<file path="src/rtl/smm_reloc_pkg.sv">
package smm_reloc_pkg;
  localparam int unsigned ADDR_W = 32;
  typedef logic [ADDR_W-1:0] addr_t;

  // Sum of a base and an offset, wrapping modulo 2^ADDR_W.
  function automatic addr_t add_ofs(input addr_t base, input addr_t ofs);
    return base + ofs;
  endfunction

  // True when no bit below the alignment boundary is set.
  function automatic logic is_aligned(input addr_t value, input int unsigned lo_bits);
    logic ok;
    ok = 1'b1;
    for (int i = 0; i < int'(lo_bits); i++) begin
      if (value[i]) ok = 1'b0;
    end
    return ok;
  endfunction
endpackage

</file>
<file path="src/rtl/smm_align_chk.sv">
module smm_align_chk #(
  parameter int unsigned LO_BITS = 15
) (
  input  logic [LO_BITS-1:0] low_i,
  output logic               aligned_o
);
  assign aligned_o = ~|low_i;
endmodule

</file>
<file path="src/rtl/smm_base_reg.sv">
module smm_base_reg #(
  parameter int unsigned AW       = 32,
  parameter logic [AW-1:0] RST_BASE = 32'h0003_0000
) (
  input  logic          clk,
  input  logic          rst_n,
  input  logic          load_i,
  input  logic          fault_i,
  input  logic [AW-1:0] value_i,
  output logic [AW-1:0] base_o,
  output logic          shutdown_o
);
  always_ff @(posedge clk) begin
    if (!rst_n) begin
      base_o     <= RST_BASE;
      shutdown_o <= 1'b0;
    end else begin
      if (load_i)  base_o     <= value_i;
      if (fault_i) shutdown_o <= 1'b1;
    end
  end
endmodule

</file>
<file path="src/rtl/smm_addr_gen.sv">
module smm_addr_gen
  import smm_reloc_pkg::*;
#(
  parameter addr_t ENTRY_OFS = 32'h0000_8000,
  parameter addr_t SPAN_OFS  = 32'h0000_7FFF,
  parameter addr_t SLOT_OFS  = 32'h0000_7EF8
) (
  input  addr_t base_i,
  output addr_t entry_o,
  output addr_t top_o,
  output addr_t bot_o,
  output addr_t slot_o
);
  localparam addr_t TOP_OFS  = ENTRY_OFS + SPAN_OFS;
  localparam addr_t SLOT_ABS = ENTRY_OFS + SLOT_OFS;

  assign entry_o = add_ofs(base_i, ENTRY_OFS);
  assign bot_o   = add_ofs(base_i, ENTRY_OFS);
  assign top_o   = add_ofs(base_i, TOP_OFS);
  assign slot_o  = add_ofs(base_i, SLOT_ABS);
endmodule

</file>
<file path="src/rtl/smm_base_reloc.sv">
module smm_base_reloc
  import smm_reloc_pkg::*;
#(
  parameter int unsigned ALIGN_BITS = 15,
  parameter addr_t RST_BASE  = 32'h0003_0000,
  parameter addr_t ENTRY_OFS = 32'h0000_8000,
  parameter addr_t SPAN_OFS  = 32'h0000_7FFF,
  parameter addr_t SLOT_OFS  = 32'h0000_7EF8,
  parameter addr_t REV_BASE  = 32'h0000_0001
) (
  input  logic        clk,
  input  logic        rst_n,
  input  logic        smi_entry_i,
  input  logic        resume_i,
  input  logic [31:0] slot_rdata_i,
  output logic [31:0] base_o,
  output logic [31:0] entry_vec_o,
  output logic [31:0] save_top_o,
  output logic [31:0] save_bot_o,
  output logic [31:0] slot_addr_o,
  output logic        slot_we_o,
  output logic        shutdown_o,
  output logic [31:0] rev_id_o
);
  localparam int unsigned RELOC_FLAG_BIT = 17;
  localparam addr_t REV_ID = REV_BASE | (addr_t'(1) << RELOC_FLAG_BIT);

  // Named internal events, observed by the bound checker.
  logic resume_ok;
  logic slot_aligned;
  logic load_ok;
  logic bad_align;

  assign resume_ok = resume_i & ~shutdown_o;
  assign load_ok   = resume_ok &  slot_aligned;
  assign bad_align = resume_ok & ~slot_aligned;

  smm_align_chk #(.LO_BITS(ALIGN_BITS)) u_align (
    .low_i     (slot_rdata_i[ALIGN_BITS-1:0]),
    .aligned_o (slot_aligned)
  );

  smm_base_reg #(.AW(ADDR_W), .RST_BASE(RST_BASE)) u_base (
    .clk        (clk),
    .rst_n      (rst_n),
    .load_i     (load_ok),
    .fault_i    (bad_align),
    .value_i    (slot_rdata_i),
    .base_o     (base_o),
    .shutdown_o (shutdown_o)
  );

  smm_addr_gen #(.ENTRY_OFS(ENTRY_OFS), .SPAN_OFS(SPAN_OFS), .SLOT_OFS(SLOT_OFS)) u_addr (
    .base_i  (base_o),
    .entry_o (entry_vec_o),
    .top_o   (save_top_o),
    .bot_o   (save_bot_o),
    .slot_o  (slot_addr_o)
  );

  assign slot_we_o = smi_entry_i & ~shutdown_o;
  assign rev_id_o  = REV_ID;
endmodule

</file>
<file path="config.mk">
export PLATFORM = sky130hd
export DESIGN_NAME = smm_base_reloc
export DESIGN_NICKNAME = d
export VERILOG_FILES = /design/src/rtl/smm_reloc_pkg.sv /design/src/rtl/smm_align_chk.sv /design/src/rtl/smm_base_reg.sv /design/src/rtl/smm_addr_gen.sv /design/src/rtl/smm_base_reloc.sv
export SDC_FILE = /design/constraint.sdc
export NUM_CORES = 1
export LEC_CHECK = 0
export BUFFER_PORTS_ARGS = -buffer_cell sky130_fd_sc_hd__buf_4
export CORE_AREA = 2 2 96 98
export CTS_CLUSTER_SIZE = 28
export DETAILED_ROUTE_END_ITERATION = 16
export DIE_AREA = 0 0 98 100
export PLACE_DENSITY = 0.77
export SLEW_MARGIN = 25
export SYNTH_ARGS = -nofsm -noshare
export SYNTH_HDL_FRONTEND = slang
export SYNTH_SLANG_ARGS = --single-unit
</file>
<file path="constraint.sdc">
create_clock -name clk -period 1.8 [get_ports clk]
set_input_delay 0.18 -clock clk [delete_from_list [all_inputs] [get_ports clk]]
set_output_delay 0.18 -clock clk [all_outputs]
set_load 0.02 [all_outputs]
</file>
==> results.md, run 1 <==
- The run finished, with violations left.
- The checks that failed: negative setup slack.
- Tracing the worst setup path back leads to its startpoint at u_base.base_o[4].
- The leftover overflow at the end of global routing is 0.
- Synthesis inferred 33 register bits.
- The logic gate share of total power is 0.097.
- Summing all multi-input logic gate instances after layout gives 2810 um^2.
- The number of antenna violations at the first check in global routing is 0.
- The library cells used most frequently in the layout, excluding fill and tap cells, are buf_4 (259), buf_6 (48), nand2_1 (47).
- The mean number of vias per cell is 4.67.
- Of the total power, the clock network draws 0.445.
- The die is around 100 um tall.
- The clock latency reported for the late side of the worst-skew pair is 280 ps.
- The final total negative setup slack is -17190 ps.
- The final clock skew is about 12 ps.
- The beginning of the worst register-to-register path is u_base.shutdown_o.
- The root cell of the clock tree is clkbuf_8.
- In this run the horizontal extent of the chip is 98 um.
- The antenna violation net count after detailed routing is 0.
- Of the total power, the share spent switching nets is 0.237.
- The yosys synthesis warning count is 0.
- Buffers inserted to repair hold after CTS numbered 0.
- In the routed design, unresolved DRC markers number 0.
- The cell area after synthesis is roughly 3300 um^2.
- The library cell used most frequently in the layout, excluding fill and tap cells, is buf_4.
- The critical path in this run is classified as register to primary output.
- The detailed-router iteration count before antenna repair is 4.
- The area enclosed by the die boundary is 9800 um^2.
- The number of maximum-capacitance constraint violations is 0.
- The count of mapped cells out of synthesis is 416.
- Of the total power, registers draw 0.458.
- The row count is 35.
- Summed over all cells, the static leakage comes to 0.00330 uW.
- Across all setup checks in the final design, the least slack found is -468 ps.
- For this run, the total global-route usage over all layers was measured as 0.218.
- The number of global-route vias before repair is 3409.
- Across the VDD grid, the largest voltage drop is 0.000325 V.
- Based on the critical path, the design can be clocked at up to 0.441 GHz.
- The global-route wire length before repair is 17200 um.
- The uppermost signal routing layer after detailed routing is met4.
- The number of antenna repair diodes is 0.
- The congestion estimate from routability-driven global placement came to just under 0.9.
- STA puts the critical path data arrival time at 2090 ps.
- The clock passes through at most 2 buffers.
- At the worst endpoint, the required time is between 1500 and 2000 ps.
- The number of pins with negative max-slew slack in the final report is 0.
- The power per cell area is 240 nW/um^2.
- The met2 layer wire length in the routed design is approximately 7000 um.
- The I/O pin count is 230.
- The routed wire length is 12800 um.
- The final layout contains 692 nets.
- The internal power of the cells totals 1170 uW.
- The count of fill cells added during filler insertion is 608.
- The initial core utilization is 0.370.
- The pin count of the biggest net entering global routing is 34.
- The class of the worst hold path is primary input to register.
- The worst setup path is launched from a register.
- The wire length on met1 is 4790 um.
- The tree built by TritonCTS fans out to 33 sinks.
- The origin of the worst min-delay path is slot_rdata_i[16].
- In the final layout, the share of cells above drive strength 1 is 0.735.
- The via total after detailed routing is about 3.6k.
- The number of buffers created by CTS is 5.
- The first-iteration detailed-routing DRC count is between 100 and 150.
- The clock tree from TritonCTS is built.
- The total of buffers placed on input and output ports is between 150 and 200.
- In the detailed route, the total length drawn on met3 is around 640 um.
- Setup repair after global routing could not meet its margin everywhere.
- The clock input transition at the sequential cells of the worst setup and hold paths is 70 ps.
- Of the synthesized area, sequential elements account for 0.201.
- Compared with the post-synthesis result, the final layout area differs by 94.6%.
- The placeable core area is 8890 um^2.
- STA classifies the critical path endpoint as a primary output.
- The area of all sequential standard cells is 742 um^2.
- The dominant synthesized flop cell is dfxtp_1.
- Dividing the synthesized area by the synthesized cell count gives 7.90 um^2.
- The count of different cell masters after synthesis is 48.
- The minimum period implied by the final worst setup slack is 2270 ps.
- The wire length per cell is roughly 17 um.
- The cell area after placement is roughly 5300 um^2.
- The finished cells cover 6390 um^2.
- The count of endpoints failing setup in the final report is between 60 and 70.
- The fraction of registers with async set or reset after synthesis is 0.
- The maximum fanout encountered on the critical timing path is 8.
- Summed over all nets, the switching power comes to 365 uW.
- The detailed placement HPWL is slightly above 8000 um.
- The ratio of final minimum period to clock period is 1.26.
- The number of H-tree levels is 2.
- The number of enable-type register cells in the synthesized netlist is 0.
- The number of hold violations in the final report came to 0.
state kept, by name (all words and copies together), names as in the netlist:
register,flops
u_base.shutdown_o,1
u_base.base_o,32
area by class of cell:
type	count	area share
Tap cell	111	0.0217
Timing Repair Buffer	311	0.400
Sequential cell	33	0.116
Inverter	8	0.00626
Clock inverter	2	0.00548
Clock buffer	6	0.0114
Multi-Input combinational cell	293	0.439
synthesized netlist by cell type, types with 4 or more instances:
master	instances	area share
buf_4	83	0.19
nand2_1	56	0.064
xnor2_1	42	0.11
dfxtp_1	33	0.20
xor2_1	28	0.075
nor2_1	25	0.029
and3_1	18	0.034
a21boi_1	13	0.030
buf_2	11	0.017
nor3_1	10	0.015
nand3_1	9	0.014
nand4_1	9	0.017
clkbuf_1	8	0.0091
inv_1	8	0.0091
nand2b_1	8	0.015
buf_6	6	0.021
buf_1	4	0.0046
ha_1	4	0.015
worst max-delay path, stage by stage (launching register included):
cell,delay (ps)
dfxtp_4,360
or4_4,580
o21ai_4,230
nand3b_4,160
nand3_1,180
xnor2_2,140
buf_4,170
path summary, 6_finish.rpt:
check                                    endpoint  slack [ps]  cells past startpoint
worst max-delay path              slot_addr_o[18]        -470                      6
worst min register to register  u_base.base_o[26]         490                      2
worst max register to register  u_base.base_o[13]         520                      3
worst min-delay path            u_base.base_o[16]         100                      3
power groups by stage:
stage / clock (uW) / combinational, uW / sequential, uW
2_1_floorplan: 0 / 129 / 729
3_3_place_gp: 0 / 146 / 728
3_5_place_dp: 0 / 147 / 728
4_1_cts: 699 / 147 / 706
5_1_grt: 734 / 158 / 704
6_report: 685 / 148 / 705
through the flow:
| step | cells | setup slack, ps | hold WS, ps | power [uW] | util |
|---|---|---|---|---|---|
| floorplan | 446 | -82.2 | 303 | 859 | - |
| global placement | 708 | -120 | 394 | 874 | 0.596 |
| detailed placement | 708 | -152 | 395 | 874 | 0.596 |
| CTS | 745 | -428 | 93.9 | 1550 | 0.678 |
| global route | 764 | -535 | 118 | 1600 | 0.719 |
| finish | 764 | -468 | 100 | 1540 | 0.719 |
kinds of logic after synthesis:
logic type      count (synthesis)  share of synthesized area
simple gates                  163                      0.282
xor+xnor                       70                      0.187
other cells                     2                    0.00229
buf+inv                       120                      0.250
flops                          33                      0.201
compound gates                 24                     0.0628
fa+ha+maj                       4                     0.0152
layer usage:
metal / up-vias / track usage
met5: - / 0
met4: 0 / 0.0897
met3: 28 / 0.0327
met2: 164 / 0.410
met1: 1695 / 0.245
li1: 1684 / -
what timing repair did:
item | in CTS | in global routing
buffers inserted | 32 | 27
gates resized for setup | 93 | 52
pin swaps | 43 | 48
setup endpoints to repair | 74 | 78
No activity file was read; power rests on OpenSTA's default activity.
==> inputs of run 2 (changes only) <==
--- a/config.mk
+++ b/config.mk
@@ -5,12 +5,13 @@
 export SDC_FILE = /design/constraint.sdc
 export NUM_CORES = 1
 export LEC_CHECK = 0
+export ABC_AREA = 1
 export BUFFER_PORTS_ARGS = -buffer_cell sky130_fd_sc_hd__buf_4
-export CORE_AREA = 2 2 96 98
+export CORE_AREA = 2 2 98 100
 export CTS_CLUSTER_SIZE = 28
 export DETAILED_ROUTE_END_ITERATION = 16
-export DIE_AREA = 0 0 98 100
-export PLACE_DENSITY = 0.77
+export DIE_AREA = 0 0 100 102
+export PLACE_DENSITY = 0.76
 export SLEW_MARGIN = 25
 export SYNTH_ARGS = -nofsm -noshare
 export SYNTH_HDL_FRONTEND = slang
==> constraint.sdc (replaced) <==
create_clock -name clk -period 2.65 [get_ports clk]
set_input_delay 0.265 -clock clk [delete_from_list [all_inputs] [get_ports clk]]
set_output_delay 0.265 -clock clk [all_outputs]
set_load 0.02 [all_outputs]
==> run 2 against run 1 <==
The flow now finishes without violations. Critical path type unchanged. Synthesized cell count rose by 46%. Largest power group unchanged. Wire length fell by 11%. Hold slack improved by 96 ps.
==> results.md, run 2 <==
- The leakage power was 0.00288 uW (-13%).
- The proportion of synthesized chip area in sequential cells is 0.180 (-0.0211).
- The layout overhead on the synthesized area is 30.1%.
- The clock network fraction of total power is 0.384 (-0.061).
- The number of synthesized register bits is 33 (unchanged).
- The power per cell area was 204 nW/um^2 (-15%).
- The placeable core area is 9110 um^2 (+2.5%).
- Among all cell types in the netlist, the one instantiated most often is nand2_1.
- Setup repair after global routing left no endpoint under its margin.
- The number of buffers created by CTS is 5 (unchanged).
- The initial core utilization is 0.403 (+0.0334).
- The number of enable-type register cells in the synthesized netlist is 0 (unchanged).
- The via total after detailed routing is 3977 (+11%).
- The category of the critical setup timing path is register to primary output.
- The class of the worst hold path is primary input to register.
- The maximum count of clock buffers along a single path was 2 (unchanged).
- The library cell used most frequently in the layout, excluding fill and tap cells, is buf_4.
- The placer congestion estimate is 0.909 (+4.2%).
- The area fraction of the dominant cell type after synthesis came to 0.184 (-0.0170).
- The largest registers in the layout are u_base.base_o x32, u_base.shutdown_o x1.
- The detailed placement HPWL is 9330 um (+14%).
- The smallest clock period supported by the final layout is computed as around 2400 ps.
- The highest ir drop seen on vdd was 0.000153 V (-53%).
- In the post-synthesis netlist, the biggest area contributors are nand2_1 (18%), dfxtp_1 (18%), buf_4 (17%), xor2_1 (11%), nor2_1 (7.7%).
- The logic gate share of total power is 0.105 (+0.008).
- The antenna violation net count after detailed routing was 0 (unchanged).
- The cell area after synthesis is 3670 um^2 (+12%).
- The final clock skew was 6.65 ps (-5.14 ps).
- The fraction of registers with async set or reset after synthesis is 0 (unchanged).
- The clock latency reported for the late side of the worst-skew pair is 290 ps (about the same).
- The number of maximum-capacitance constraint violations is 0 (unchanged).
- The count of different cell masters after synthesis is 27 (-44%).
- The count of endpoints failing setup in the final report is 0 (-100%).
- The count of hold buffers inserted by post-cts repair was 0 (unchanged).
- The wire length per cell is 13.2 um (-21%).
- The maximum fanout encountered on the critical timing path was 5 (-3).
- The mean number of vias per cell is 4.62 (-1.1%).
- Ranked by instance count, the synthesized netlist is headed by nand2_1 (180), buf_4 (83), nor2_1 (75), inv_1 (73), xor2_1 (46).
- The I/O pin count came to 230 (unchanged).
- The total DRC errors in the routed layout is 0 (unchanged).
- The number of hold violations in the final report is 0 (unchanged).
- The total of buffers placed on input and output ports is 197 (unchanged).
- The leftover overflow at the end of global routing is 0 (unchanged).
- The pin count of the biggest net entering global routing came to 31 (-8.8%).
- The number of pins with negative max-slew slack in the final report is 0 (unchanged).
- The sequential share of power is 0.511 (+0.053).
- The switching share of power is 0.265 (+0.0273).
- The number of flip-flops in the largest register is 32 (unchanged).
- The detailed-router iteration count before antenna repair was 4 (unchanged).
- The worst hold slack is 196 ps (+95.5 ps).
- The cell area after placement is 4690 um^2 (-11%).
- The floorplan die height is 102 um (+2.0%).
- The number of antenna repair diodes was 0 (unchanged).
- The share of layout cells above drive strength 1 is 0.314 (-0.421).
- The routed wire length is 11300 um (-11%).
- The register name with the most flops is u_base.base_o.
- The required arrival time at the worst endpoint is 2380 ps (+760 ps).
- The run finished with clean final reports.
- The yosys synthesis warning count was 0 (unchanged).
- The count of mapped cells out of synthesis was 607 (+46%).
- The switching power was 258 uW (-29%).
- The final total negative setup slack is 0 ps (+17190 ps).
- The CTS sink count is 33 (unchanged).
- The number of cells traversed by the worst hold path is 3 (unchanged).
- The root cell of the clock tree is clkbuf_8.
- The cell internal power dissipation was 717 uW (-39%).
- The kind of start point of the critical path is a register.
- The clock tree from TritonCTS is built.
- The mean cell area of the mapped netlist is 6.05 um^2 (-23%).
- The number of global-route vias before repair is 3675 (+7.8%).
- The critical path data arrival time is 2160 ps (+70 ps).
- The count of fill cells added during filler insertion is 931 (+53%).
- The cell count of the worst reg-to-reg path was 7 (+4).
- The clock input transition at the sequential cells of the worst setup and hold paths is 70 ps (about the same).
- The number of antenna violations at the first check in global routing is 0 (unchanged).
- The row count is 35 (unchanged).
- The total power consumption of the routed design came to 975 uW (-37%).
- Static timing analysis puts the maximum clock frequency at a little over 0.4 GHz.
- The biggest area consumer among synthesized cells is nand2_1.
- The final design instance area without fill is 4780 um^2 (-25%).
- STA classifies the critical path endpoint as a primary output.
- The first-iteration detailed-routing DRC count is 153 (+2.7%).
- The ratio of final minimum period to clock period is 0.914.
- The die extent in x was 100 um (+2.0%).
- The global-route wire length before repair is 17600 um (+2.3%).
- The top cell types in the final layout, fill and taps aside, are buf_4 (200), nand2_1 (180), nor2_1 (75).
- The number of H-tree levels is 2 (unchanged).
- The dominant synthesized flop cell is dfxtp_1.
- The area enclosed by the die boundary came to 10200 um^2 (+4.1%).
- The number of nets in the finished design was 788 (+14%).
- The total routing usage reported by global routing is 0.215 (-0.00249).
## run 2: layer usage
layer,global-route usage,part of all wire
met5,0,0
met2,0.391,0.50
met3,0.0287,0.068
met4,0.0516,0.0095
met1,0.271,0.43
## run 2: final timing paths
| check | startpoint | to | slack, ps |
|---|---|---|---|
| max | u_base.base_o[4] | slot_addr_o[23] | 230 |
| max reg2reg | u_base.shutdown_o | u_base.base_o[28] | 1170 |
| min | slot_rdata_i[24] | u_base.base_o[24] | 200 |
| min reg2reg | u_base.base_o[1] | u_base.base_o[1] | 550 |
## run 2: layout make-up
| cell class | count | area, um^2 | share of cell area |
|---|---|---|---|
| multi-input cells | 431 | 2100 | 0.441 |
| repair buffers | 200 | 1500 | 0.314 |
| flip-flops and latches | 33 | 661 | 0.138 |
| inverters | 77 | 289 | 0.0605 |
| well taps | 111 | 139 | 0.0291 |
| clock buffers | 6 | 72.6 | 0.0152 |
| clock inverters | 2 | 10.0 | 0.00210 |
## run 2: through the flow
step | util | std cells | worst slack (ps)
after global placement | 0.515 | 852 | 530
final | 0.524 | 860 | 227
after global routing | 0.524 | 860 | 23.1
after detailed placement | 0.515 | 852 | 413
after CTS | 0.524 | 860 | 78.3
after floorplan | - | 637 | 340
## run 2: cells by family after synthesis
family | after synthesis | share of synthesized area
simple gates | 331 | 0.392
xor+xnor | 46 | 0.110
other cells | 2 | 0.00205
compound gates | 18 | 0.0252
buf+inv | 173 | 0.277
flops | 33 | 0.180
fa+ha+maj | 4 | 0.0136
## run 2: critical path: stages, from the launching register on
cell and delay, ps:
dfxtp_1 420, inv_1 120, ha_1 270, inv_1 90, nor2_1 40, nand2_1 90, nand2_1 160, nand3_1 210
nand2_1 90, o21ai_0 180, inv_1 60, buf_4 150
## run 2: repair_timing
action	CTS	global route
gates resized for setup	0	1
setup buffers	0	0
setup endpoints to repair	0	8
## run 2: power by group through the flow
stage	clock network [uW]	registers, uW	logic, uW
floorplan	0	510	90.7
global placement	0	509	101
detailed placement	0	509	102
CTS	388	498	102
global route	410	498	111
finish	374	498	103
==> inputs of run 3 (changes only) <==
==> constraint.sdc (replaced) <==
create_clock -name clk -period 2.9 [get_ports clk]
set_input_delay 0.29 -clock clk [delete_from_list [all_inputs] [get_ports clk]]
set_output_delay 0.29 -clock clk [all_outputs]
set_load 0.02 [all_outputs]
==> run 3 against run 2 <==
Flip-flop and latch count is the same. Clock power grew 5%. Global-route usage shrank 0.76 points. Die area is the same. Critical path depth is the same. Final cell count shrank 0.12%. Combinational power shrank 9%. Clock skew shrank 1.7 ps. Non-clock buffer count shrank 1. Register-to-register slack gained 90 ps. Core utilization grew 0.12 points. Critical endpoint is now slot_addr_o[17]. Largest cell class unchanged.
==> results.md, run 3 (synthesis results as in run 2) <==
- The total routing usage reported by global routing was 0.208 (-0.00763).
- The leftover overflow at the end of global routing is 0 (unchanged).
- The final clock skew came to 4.92 ps (-1.74 ps).
- The number of antenna repair diodes is 0 (unchanged).
- The clock tree from TritonCTS is built.
- In this run the critical register-to-register path is launched from u_base.shutdown_o.
- Setup repair after global routing left no endpoint under its margin.
- The die extent in x is 100 um (unchanged).
- The total of buffers placed on input and output ports is 197 (unchanged).
- The maximum achievable frequency is ~0.38 GHz.
- The number of pins with negative max-slew slack in the final report is 0 (unchanged).
- The cell count of the worst reg-to-reg path is 4 (-3).
- The leakage power is 0.00288 uW (+0.17%).
- The number of flip-flops in the largest register is 32 (unchanged).
- The number of maximum-capacitance constraint violations is 0 (unchanged).
- The number of hold violations in the final report is 0 (unchanged).
- The initial core utilization is 0.403 (unchanged).
- The I/O pin count came to 230 (unchanged).
- The critical path data arrival time is 2320 ps (+160 ps).
- The worst-case hold path end point is u_base.base_o[24].
- The CTS sink count is 33 (unchanged).
- The ratio of final minimum period to clock period is 0.899.
- The mean number of vias per cell is 4.57 (-1.2%).
- The final total negative setup slack is 0 ps (unchanged).
- The maximum fanout encountered on the critical timing path was 8 (+3).
- The number of buffers inserted to repair setup after CTS was 0 (unchanged).
- In the layout the commonest cells are buf_4 (199), nand2_1 (180), nor2_1 (75).
- The delay contributed by the slowest stage of the critical path is 400 ps (-20 ps).
- The area enclosed by the die boundary is 10200 um^2 (unchanged).
- The category of the critical setup timing path is register to primary output.
- The required arrival time at the worst endpoint is 2610 ps (+230 ps).
- The worst hold path belongs to the class primary input to register.
- The worst-path cell with the longest stage delay is dfxtp_1.
- The routed wire length is 11100 um (-2.1%).
- The clock input transition at the sequential cells of the worst setup and hold paths is 70 ps (about the same).
- The floorplan die height is 102 um (unchanged).
- The wire length per cell is 12.9 um (-1.9%).
- The number of antenna violations at the first check in global routing was 0 (unchanged).
- The element type at the critical path end is a primary output.
- The maximum count of clock buffers along a single path is 2 (unchanged).
- The number of nets in the finished design came to 787 (-0.13%).
- The signal on the critical path passes through clkinv_1 -> ha_1 -> inv_1 -> nor2_1 -> nand2_1 -> nand2_1 -> inv_1 -> nand2_1 -> nand2_1 -> xor2_1 -> buf_4.
- The number of H-tree levels is 2 (unchanged).
- The minimum period implied by the final worst setup slack is 2610 ps.
- The detailed-router iteration count before antenna repair is 4 (unchanged).
- The global-route wire length before repair is 17000 um (-3.4%).
- The placeable core area was 9110 um^2 (unchanged).
- The total DRC errors in the routed layout was 0 (unchanged).
- The kind of start point of the critical path is a register.
- The count of hold buffers inserted by post-cts repair is 0 (unchanged).
- The number of buffers created by CTS was 5 (unchanged).
- The layout overhead on the synthesized area is 30.4%.
- The first-iteration detailed-routing DRC count came to 187 (+22%).
- The row count is 35 (unchanged).
- The reg-to-reg endpoint is u_base.base_o[4].
- The placer congestion estimate is 0.901 (-0.91%).
- The root cell of the clock tree is clkbuf_8.
- By instance count, the cell type seen most on the critical path is nand2_1.
- The pin count of the biggest net entering global routing is 31 (unchanged).
- The number of global-route vias before repair came to 3642 (-0.90%).
- The run finished with clean final reports.
- The detailed placement HPWL was 9210 um (-1.2%).
- The highest ir drop seen on vdd is 0.000125 V (-18%).
- The share of layout cells above drive strength 1 is 0.313 (-0.000917).
- Leaving out fill and tap cells, the most frequent cell in the layout is buf_4.
- The clock latency reported for the late side of the worst-skew pair is 290 ps (about the same).
- The post-cts gate resize count is 0 (unchanged).
- The number of cells traversed by the worst hold path is 3 (unchanged).
- The via total after detailed routing is 3924 (-1.3%).
- The post-layout utilization of the core came to 0.526 (+0.00124).
- The count of endpoints failing setup in the final report is 0 (unchanged).
- The slack of the worst reg-to-reg path is 1260 ps (+90 ps).
- In the final layout, the registers with the most flip-flops are u_base.base_o x32, u_base.shutdown_o x1.
- The startpoint identified for the worst hold timing path is slot_rdata_i[24].
- The antenna violation net count after detailed routing was 0 (unchanged).
- The register name with the most flops is u_base.base_o.
- The power per cell area is 196 nW/um^2 (-3.7%).
run 3: changes by cell type in the layout (fill, tap and decap cells not counted), sizes merged:
cell and delta:
inv -1, buf -1, clkbuf +1
run 3: power by group:
part           switching, uW  total [uW]  internal [uW]
clock                    177         392            215
combinational           58.8        93.8           35.0
sequential             0.980         455            454
total                    237         941            704
run 3: layout make-up:
class	instances	area [um^2]
fillers	940	4320
clock inverters	1	5.00
inverters	77	289
repair buffers	199	1490
clock buffers	7	96.3
multi-input cells	431	2100
flip-flops and latches	33	661
well taps	111	139
run 3: how the worst max path moves through the flow:
stage,start,slack (ps),cells past startpoint,to
floorplan,u_base.base_o[3],570,10,slot_addr_o[19]
global placement,u_base.base_o[3],740,11,slot_addr_o[17]
detailed placement,u_base.base_o[3],660,11,slot_addr_o[17]
CTS,u_base.base_o[3],330,11,slot_addr_o[17]
global route,u_base.base_o[3],100,11,slot_addr_o[21]
finish,u_base.base_o[3],290,11,slot_addr_o[17]
run 3: per-layer routing:
| metal | GRT usage | part of all wire |
|---|---|---|
| met1 | 0.258 | 0.42 |
| met4 | 0.0717 | 0.022 |
| met5 | 0 | 0 |
| met2 | 0.373 | 0.49 |
| met3 | 0.0239 | 0.074 |
run 3: stage by stage:
stage	setup slack [ps]	area (um^2)	hold slack (ps)	total power [uW]	std cells
2_1_floorplan	565	3780	425	549	637
3_3_place_gp	743	4690	513	557	851
3_5_place_dp	663	4690	514	558	851
4_1_cts	329	4790	210	954	859
5_1_grt	99.8	4790	224	973	859
6_report	294	4790	219	941	859
run 3: critical path: cells and delay by family, from the launching register on:
kind	cells	cell delay, ps
simple gates	5	450
buf+inv	4	600
xor+xnor	1	250
fa+ha+maj	1	330
flops	1	400
